==> config.mk <==
export PLATFORM = sky130hd
export DESIGN_NAME = hfmt_top
export DESIGN_NICKNAME = d
export VERILOG_FILES = /design/src/rtl/hfmt_pkg.sv /design/src/rtl/hfmt_calc.sv /design/src/rtl/hfmt_ctl.sv /design/src/rtl/hfmt_fifo.sv /design/src/rtl/hfmt_top.sv
export SDC_FILE = /design/constraint.sdc
export NUM_CORES = 1
export LEC_CHECK = 0
export ABC_AREA = 1
export BUFFER_PORTS_ARGS = -buffer_cell sky130_fd_sc_hd__buf_4
export CAP_MARGIN = 20
export CORE_ASPECT_RATIO = 1.2
export CORE_UTILIZATION = 60
export CTS_CLUSTER_DIAMETER = 120
export CTS_CLUSTER_SIZE = 30
export DETAILED_ROUTE_END_ITERATION = 6
export PLACE_DENSITY = 0.92
export SYNTH_ARGS = -nofsm -noshare
export SYNTH_HDL_FRONTEND = slang
export SYNTH_SLANG_ARGS = --single-unit
==> constraint.sdc <==
create_clock -name clk -period 4.9 [get_ports clk]
set_input_delay 0.735 -clock clk [delete_from_list [all_inputs] [get_ports clk]]
set_output_delay 0.735 -clock clk [all_outputs]
set_load 0.05 [all_outputs]
==> src/rtl/hfmt_pkg.sv <==
package hfmt_pkg;
  localparam int unsigned HF_TIME_W   = 16;
  localparam int unsigned HF_CHAN_W   = 5;
  localparam int unsigned HF_TFIELD_W = 9;
  localparam int unsigned HF_ID_W     = 8;
  localparam int unsigned HF_SHIFT_W  = 4;
  localparam int unsigned HF_OFF_LSB  = 4;
  localparam int unsigned HF_DEPTH    = 8;

  typedef enum logic {
    EV_IDLE = 1'b0,
    EV_OPEN = 1'b1
  } ev_state_e;
endpackage

==> src/rtl/hfmt_calc.sv <==
module hfmt_calc #(
  parameter int unsigned TIME_W   = hfmt_pkg::HF_TIME_W,
  parameter int unsigned CHAN_W   = hfmt_pkg::HF_CHAN_W,
  parameter int unsigned TFIELD_W = hfmt_pkg::HF_TFIELD_W,
  parameter int unsigned SHIFT_W  = hfmt_pkg::HF_SHIFT_W,
  parameter int unsigned OFF_LSB  = hfmt_pkg::HF_OFF_LSB,
  localparam int unsigned WORD_W  = 2 + CHAN_W + TFIELD_W
) (
  input  logic [TIME_W-1:0]  raw_time,
  input  logic [CHAN_W-1:0]  chan,
  input  logic               rise,
  input  logic [TIME_W-1:0]  offset,
  input  logic [SHIFT_W-1:0] shift,
  output logic [WORD_W-1:0]  word
);
  logic [TIME_W-1:0] off_eff;
  logic [TIME_W-1:0] diff;
  logic [TIME_W-1:0] coarse;

  generate
    if (OFF_LSB == 0) begin : g_full_off
      assign off_eff = offset;
    end else begin : g_masked_off
      assign off_eff = {offset[TIME_W-1:OFF_LSB], {OFF_LSB{1'b0}}};
    end
  endgenerate

  always_comb begin
    if (raw_time >= off_eff) diff = raw_time - off_eff;
    else                     diff = '0;
    coarse = diff >> shift;
    word   = {1'b0, chan, rise, coarse[TFIELD_W-1:0]};
  end

  // a time below the offset never yields a nonzero time field
  always_comb begin
    if (raw_time < off_eff)
      a_r4_sat_zero: assert (word[TFIELD_W-1:0] == '0);
  end
endmodule

==> src/rtl/hfmt_ctl.sv <==
module hfmt_ctl #(
  parameter int unsigned WORD_W = 16,
  parameter int unsigned ID_W   = hfmt_pkg::HF_ID_W
) (
  input  logic              clk,
  input  logic              rst,
  input  logic              in_valid,
  input  logic              in_hit,
  input  logic              in_last,
  output logic              in_ready,
  input  logic [WORD_W-1:0] data_word,
  input  logic [ID_W-1:0]   cfg_id,
  input  logic              cfg_skip,
  input  logic              room,
  output logic              wr_en,
  output logic [WORD_W-1:0] wr_data
);
  import hfmt_pkg::*;

  localparam int unsigned PAD_W = WORD_W - 1 - ID_W;

  ev_state_e         state_q;
  logic              pend_q;
  logic [WORD_W-1:0] pend_word_q;
  logic              accept;
  logic              opening;
  logic [WORD_W-1:0] hdr_word;

  assign in_ready = !pend_q && room;
  assign accept   = in_valid && in_ready;
  assign opening  = (state_q == EV_IDLE);
  assign hdr_word = {1'b1, {PAD_W{1'b0}}, cfg_id};

  always_comb begin
    wr_en   = 1'b0;
    wr_data = data_word;
    if (pend_q) begin
      wr_en   = 1'b1;
      wr_data = pend_word_q;
    end else if (accept) begin
      if (in_hit) begin
        wr_en   = 1'b1;
        wr_data = opening ? hdr_word : data_word;
      end else if (in_last && opening && !cfg_skip) begin
        wr_en   = 1'b1;
        wr_data = hdr_word;
      end
    end
  end

  always_ff @(posedge clk) begin
    if (rst) begin
      state_q     <= EV_IDLE;
      pend_q      <= 1'b0;
      pend_word_q <= '0;
    end else begin
      if (pend_q) pend_q <= 1'b0;
      if (accept) begin
        if (in_hit && opening) begin
          pend_q      <= 1'b1;
          pend_word_q <= data_word;
        end
        if (in_last)     state_q <= EV_IDLE;
        else if (in_hit) state_q <= EV_OPEN;
      end
    end
  end

  // the first hit of an event writes a header before its data
  a_r5_hdr_first: assert property (@(posedge clk) disable iff (rst)
    (accept && in_hit && opening) |-> (wr_en && wr_data[WORD_W-1]));

  // a split beat holds the input for one cycle and writes the data word
  a_r8_split_hold: assert property (@(posedge clk) disable iff (rst)
    (accept && in_hit && opening) |=> (!in_ready && wr_en && !wr_data[WORD_W-1]));

  // an empty event gives a header when suppression is off
  a_r6_empty_hdr: assert property (@(posedge clk) disable iff (rst)
    (accept && !in_hit && in_last && opening && !cfg_skip) |-> (wr_en && wr_data[WORD_W-1]));

  // an empty event writes nothing when suppression is on
  a_r7_empty_skip: assert property (@(posedge clk) disable iff (rst)
    (accept && !in_hit && in_last && opening && cfg_skip) |-> !wr_en);
endmodule

==> src/rtl/hfmt_fifo.sv <==
module hfmt_fifo #(
  parameter int unsigned WORD_W = 16,
  parameter int unsigned DEPTH  = hfmt_pkg::HF_DEPTH,
  localparam int unsigned AW    = $clog2(DEPTH),
  localparam int unsigned CW    = AW + 1
) (
  input  logic              clk,
  input  logic              rst,
  input  logic              wr_en,
  input  logic [WORD_W-1:0] wr_data,
  output logic              room,
  output logic              out_valid,
  output logic [WORD_W-1:0] out_data
);
  logic [WORD_W-1:0] mem [DEPTH];
  logic [AW-1:0]     wr_ptr;
  logic [AW-1:0]     rd_ptr;
  logic [CW-1:0]     count;
  logic              rd_en;

  assign rd_en = (count != '0);
  assign room  = (count <= CW'(DEPTH - 2));

  always_ff @(posedge clk) begin
    if (wr_en) mem[wr_ptr] <= wr_data;
  end

  always_ff @(posedge clk) begin
    if (rd_en) out_data <= mem[rd_ptr];
  end

  always_ff @(posedge clk) begin
    if (rst) begin
      wr_ptr    <= '0;
      rd_ptr    <= '0;
      count     <= '0;
      out_valid <= 1'b0;
    end else begin
      out_valid <= rd_en;
      if (wr_en) wr_ptr <= wr_ptr + 1'b1;
      if (rd_en) rd_ptr <= rd_ptr + 1'b1;
      case ({wr_en, rd_en})
        2'b10:   count <= count + 1'b1;
        2'b01:   count <= count - 1'b1;
        default: count <= count;
      endcase
    end
  end

  // the queue never takes a word it has no space for
  a_r9_no_overflow: assert property (@(posedge clk) disable iff (rst)
    wr_en |-> (count < CW'(DEPTH)));
endmodule

==> src/rtl/hfmt_top.sv <==
module hfmt_top #(
  parameter int unsigned TIME_W   = hfmt_pkg::HF_TIME_W,
  parameter int unsigned CHAN_W   = hfmt_pkg::HF_CHAN_W,
  parameter int unsigned TFIELD_W = hfmt_pkg::HF_TFIELD_W,
  parameter int unsigned ID_W     = hfmt_pkg::HF_ID_W,
  parameter int unsigned SHIFT_W  = hfmt_pkg::HF_SHIFT_W,
  parameter int unsigned OFF_LSB  = hfmt_pkg::HF_OFF_LSB,
  parameter int unsigned DEPTH    = hfmt_pkg::HF_DEPTH,
  localparam int unsigned WORD_W  = 2 + CHAN_W + TFIELD_W
) (
  input  logic               clk,
  input  logic               rst,
  input  logic [TIME_W-1:0]  cfg_offset,
  input  logic [SHIFT_W-1:0] cfg_shift,
  input  logic [ID_W-1:0]    cfg_id,
  input  logic               cfg_skip_empty_hdr,
  input  logic               in_valid,
  output logic               in_ready,
  input  logic               in_hit,
  input  logic               in_last,
  input  logic [CHAN_W-1:0]  in_chan,
  input  logic               in_rise,
  input  logic [TIME_W-1:0]  in_time,
  output logic               out_valid,
  output logic [WORD_W-1:0]  out_word
);
  logic [WORD_W-1:0] data_word;
  logic [WORD_W-1:0] wr_data;
  logic              wr_en;
  logic              room;

  hfmt_calc #(
    .TIME_W(TIME_W), .CHAN_W(CHAN_W), .TFIELD_W(TFIELD_W),
    .SHIFT_W(SHIFT_W), .OFF_LSB(OFF_LSB)
  ) calc_i (
    .raw_time(in_time), .chan(in_chan), .rise(in_rise),
    .offset(cfg_offset), .shift(cfg_shift), .word(data_word)
  );

  hfmt_ctl #(.WORD_W(WORD_W), .ID_W(ID_W)) ctl_i (
    .clk(clk), .rst(rst), .in_valid(in_valid), .in_hit(in_hit),
    .in_last(in_last), .in_ready(in_ready), .data_word(data_word),
    .cfg_id(cfg_id), .cfg_skip(cfg_skip_empty_hdr), .room(room),
    .wr_en(wr_en), .wr_data(wr_data)
  );

  hfmt_fifo #(.WORD_W(WORD_W), .DEPTH(DEPTH)) fifo_i (
    .clk(clk), .rst(rst), .wr_en(wr_en), .wr_data(wr_data),
    .room(room), .out_valid(out_valid), .out_data(out_word)
  );
endmodule

==> results.toml <==
[cts]
clkTransAtPathRegs_ns = 0.06
cts.sink_count = 172
cts_root_buf = "clkbuf_16"
cts_resized = 0
postCtsHoldBufs = 0
htreeDepth = 4
cts_setup_buffers = 0
numCtsBuffers = 17
cts_tree = "yes"
max-clock-path-buffers = 2
clock_latency_ns = 0.43

[floorplanning]
num_rows = 47
die_x_um = 110
initial_core_util = 0.612
dieArea_sq_um = 14500
io_pins = 74
dieHeight_um = 132
core_area_sq_um = 13800

[placed_design]
gp_congestion = 0.920
placed_area_sq_um = 9010
numPortBuffers = 69
dp_cells = 1108
dpl.hpwl_um = 11900

[finish]
area_growth_pct = 15.1
instances_no_fill = 1142
diodes = 0
fin_nets = 1033
design_area_sq_um = 9690
drive_gt1_frac = 0.147
nFillCells = 902

[sta]
finClkSkew_ns = 0.00816
setup_tns_ns = 0
tightestPinTransition_ns = 1.09
setup_viol = 0
whs_ns = 0.486
post-route-period-util = 0.690
rsz0062_at_grt = "no"
relSlewSlack = 0.271
hold_viol = 0
finalMaxSlewViolations = 0
max_freq_mhz = 296
period_minus_slack_ns = 3.38

[yosys]
synth.distinct_cells = 41
yosys_warnings = 0
seq_area_frac_synth = 0.580
synth_ff_type = "edfxtp_1"
syn_avg_cell_area_sq_um = 9.33
yosys.cell_count.top_type = "nor2_1"
ys_ff_latch = 172
yosysTopAreaCell = "edfxtp_1"
syn_nets = 978
synth_edf_count = 144
async_reset_ff_frac = 0
synth_area_leaders = "edfxtp_1 51%, nor2_1 7.5%, dfxtp_1 6.7%"
synthCells = 903
synthTopCellsByCount = "168 x nor2_1, 148 x nand2_1, 144 x edfxtp_1"
synth_top_area_share = 0.514
syn_area_sq_um = 8420

[route]
vias = 6806
dr.pass1.iters = 5
drt-total-wl_um = 19700
drc = 0
drt_iter0_drc = 790
wl_per_cell_um = 17.3
vias_per_cell = 5.96
ant_nets = 0

[power_and_ir_drop]
p_leak_nw = 4.02
peakVddDrop_uv = 478
power_mw = 5.03
p_per_area_nw_per_um2 = 519

[worst_setup_path]
critPathSlowestCell = "nor4_1"
cp-end-kind = "flop"
crit_fanout = 20
path_buf_inv = 1
startpoint_type = "flop"
rr_worst_depth = 10
worst-endpoint-arrival_ns = 3.75
r2r_slack_ns = 1.52
cp_top_family = "adder cells"
r2r-start = "fifo_i.count[0]"
worstReg2RegEnd = "fifo_i.count[3]"
path_cells = "nor4_1 -> inv_1 -> ha_1 -> ha_1 -> nand2_1 -> nor2_1 -> a211oi_1 -> xor2_1 -> nand2_1 -> a21oi_1"
critical_path.max_stage_delay_ns = 0.59
critical_path_class = "reg2reg"
critPathRequiredTime_ns = 5.26

[min_path]
hold_class = "reg2reg"
hold_end = "fifo_i.wr_ptr[0]"
whs_path_depth = 2
worstHoldStart = "fifo_i.wr_ptr[0]"

[global_route]
grt_busiest_layer = "met2"
grtUsageTotal = 0.283
grt_pass1_wl_um = 30900
grt_pass1_vias = 6342
grt_util_met1 = 0.321
grtUsageMet3 = 0.0603
grt_overflow_total = 0
grt_max_degree = 68
gr-usage-met2 = 0.502
antenna_found_initial = 0

[outcome]
status = "completed"

[flow_run]
max_cap_violations = 0
through the flow:
stage           util  worst slack [ns]
2_1_floorplan      -              2.05
3_3_place_gp   0.655              1.46
3_5_place_dp   0.655              1.32
4_1_cts        0.701              1.59
5_1_grt        0.704              1.35
6_report       0.704              1.52
kinds of logic (layout without fill, tap and decap cells):
logic type	after synthesis	in the layout	share of synthesized area
AOI/OAI and AO/OA	152	152	0.102
buffers and inverters	123	191	0.0609
DFF	172	172	0.580
and+or+nand+nor	431	431	0.221
adders and majority gates	19	19	0.0300
xor gates and xnor gates	6	6	0.00624
final cells by class:
class,count,area [sq um],area share
repair buffers,76,598,0.0617
multi-input cells,608,3040,0.313
inverters,83,314,0.0324
clock inverters,6,65.1,0.00671
well taps,171,214,0.0221
flip-flops and latches,172,4890,0.504
clock buffers,26,576,0.0594
registers in the layout, summed over array words and instances, names as in the netlist:
register and count:
fifo_i.rd_ptr 3, fifo_i.wr_ptr 3, ctl_i.pend_word_q 15, ctl_i.state_q 1
fifo_i.out_valid 1, fifo_i.out_data 16, fifo_i.mem 128, fifo_i.count 4
ctl_i.pend_q 1
layer usage:
metal  wire [um]  vias to the layer above
li1            -                     3193
met1        6820                     3154
met2       10500                      397
met3        1630                       62
met4         759                        0
met5           0                        -
placed cells by master (no fill, tap or decap), types with 7 or more instances in the layout:
master and count:
a21oi_1 20, a22oi_1 8, a31oi_1 16, buf_4 74, clkbuf_16 22, dfxtp_1 27, edfxtp_1 144, ha_1 17
inv_1 77, nand2_1 148, nand2_2 9, nand3_1 76, nand3_2 10, nand4_1 7, nor2_1 162, nor2_2 9
o21ai_0 81, o22ai_1 16
worst min-delay path, cell delays in order, from the launching register on:
cell,delay (ns)
dfxtp_1,0.32
nand2_1,0.06
a21oi_1,0.06
worst max path at each step:
stage | startpoint | endpoint | cells past startpoint
detailed placement | cfg_offset[4] | fifo_i.mem[4][8] | 16
floorplan | in_time[4] | fifo_i.mem[0][8] | 17
finish | fifo_i.count[0] | fifo_i.count[3] | 10
global placement | cfg_offset[4] | fifo_i.mem[1][8] | 16
global route | fifo_i.count[0] | fifo_i.count[3] | 10
CTS | fifo_i.count[0] | fifo_i.count[3] | 10
power by group:
| group | total (mW) | internal, mW | switching, mW |
|---|---|---|---|
| Sequential | 1.93 | 1.86 | 0.0703 |
| Clock | 1.41 | 0.867 | 0.541 |
| Combinational | 1.69 | 0.498 | 1.19 |
No activity file was read; power rests on OpenSTA's default activity.
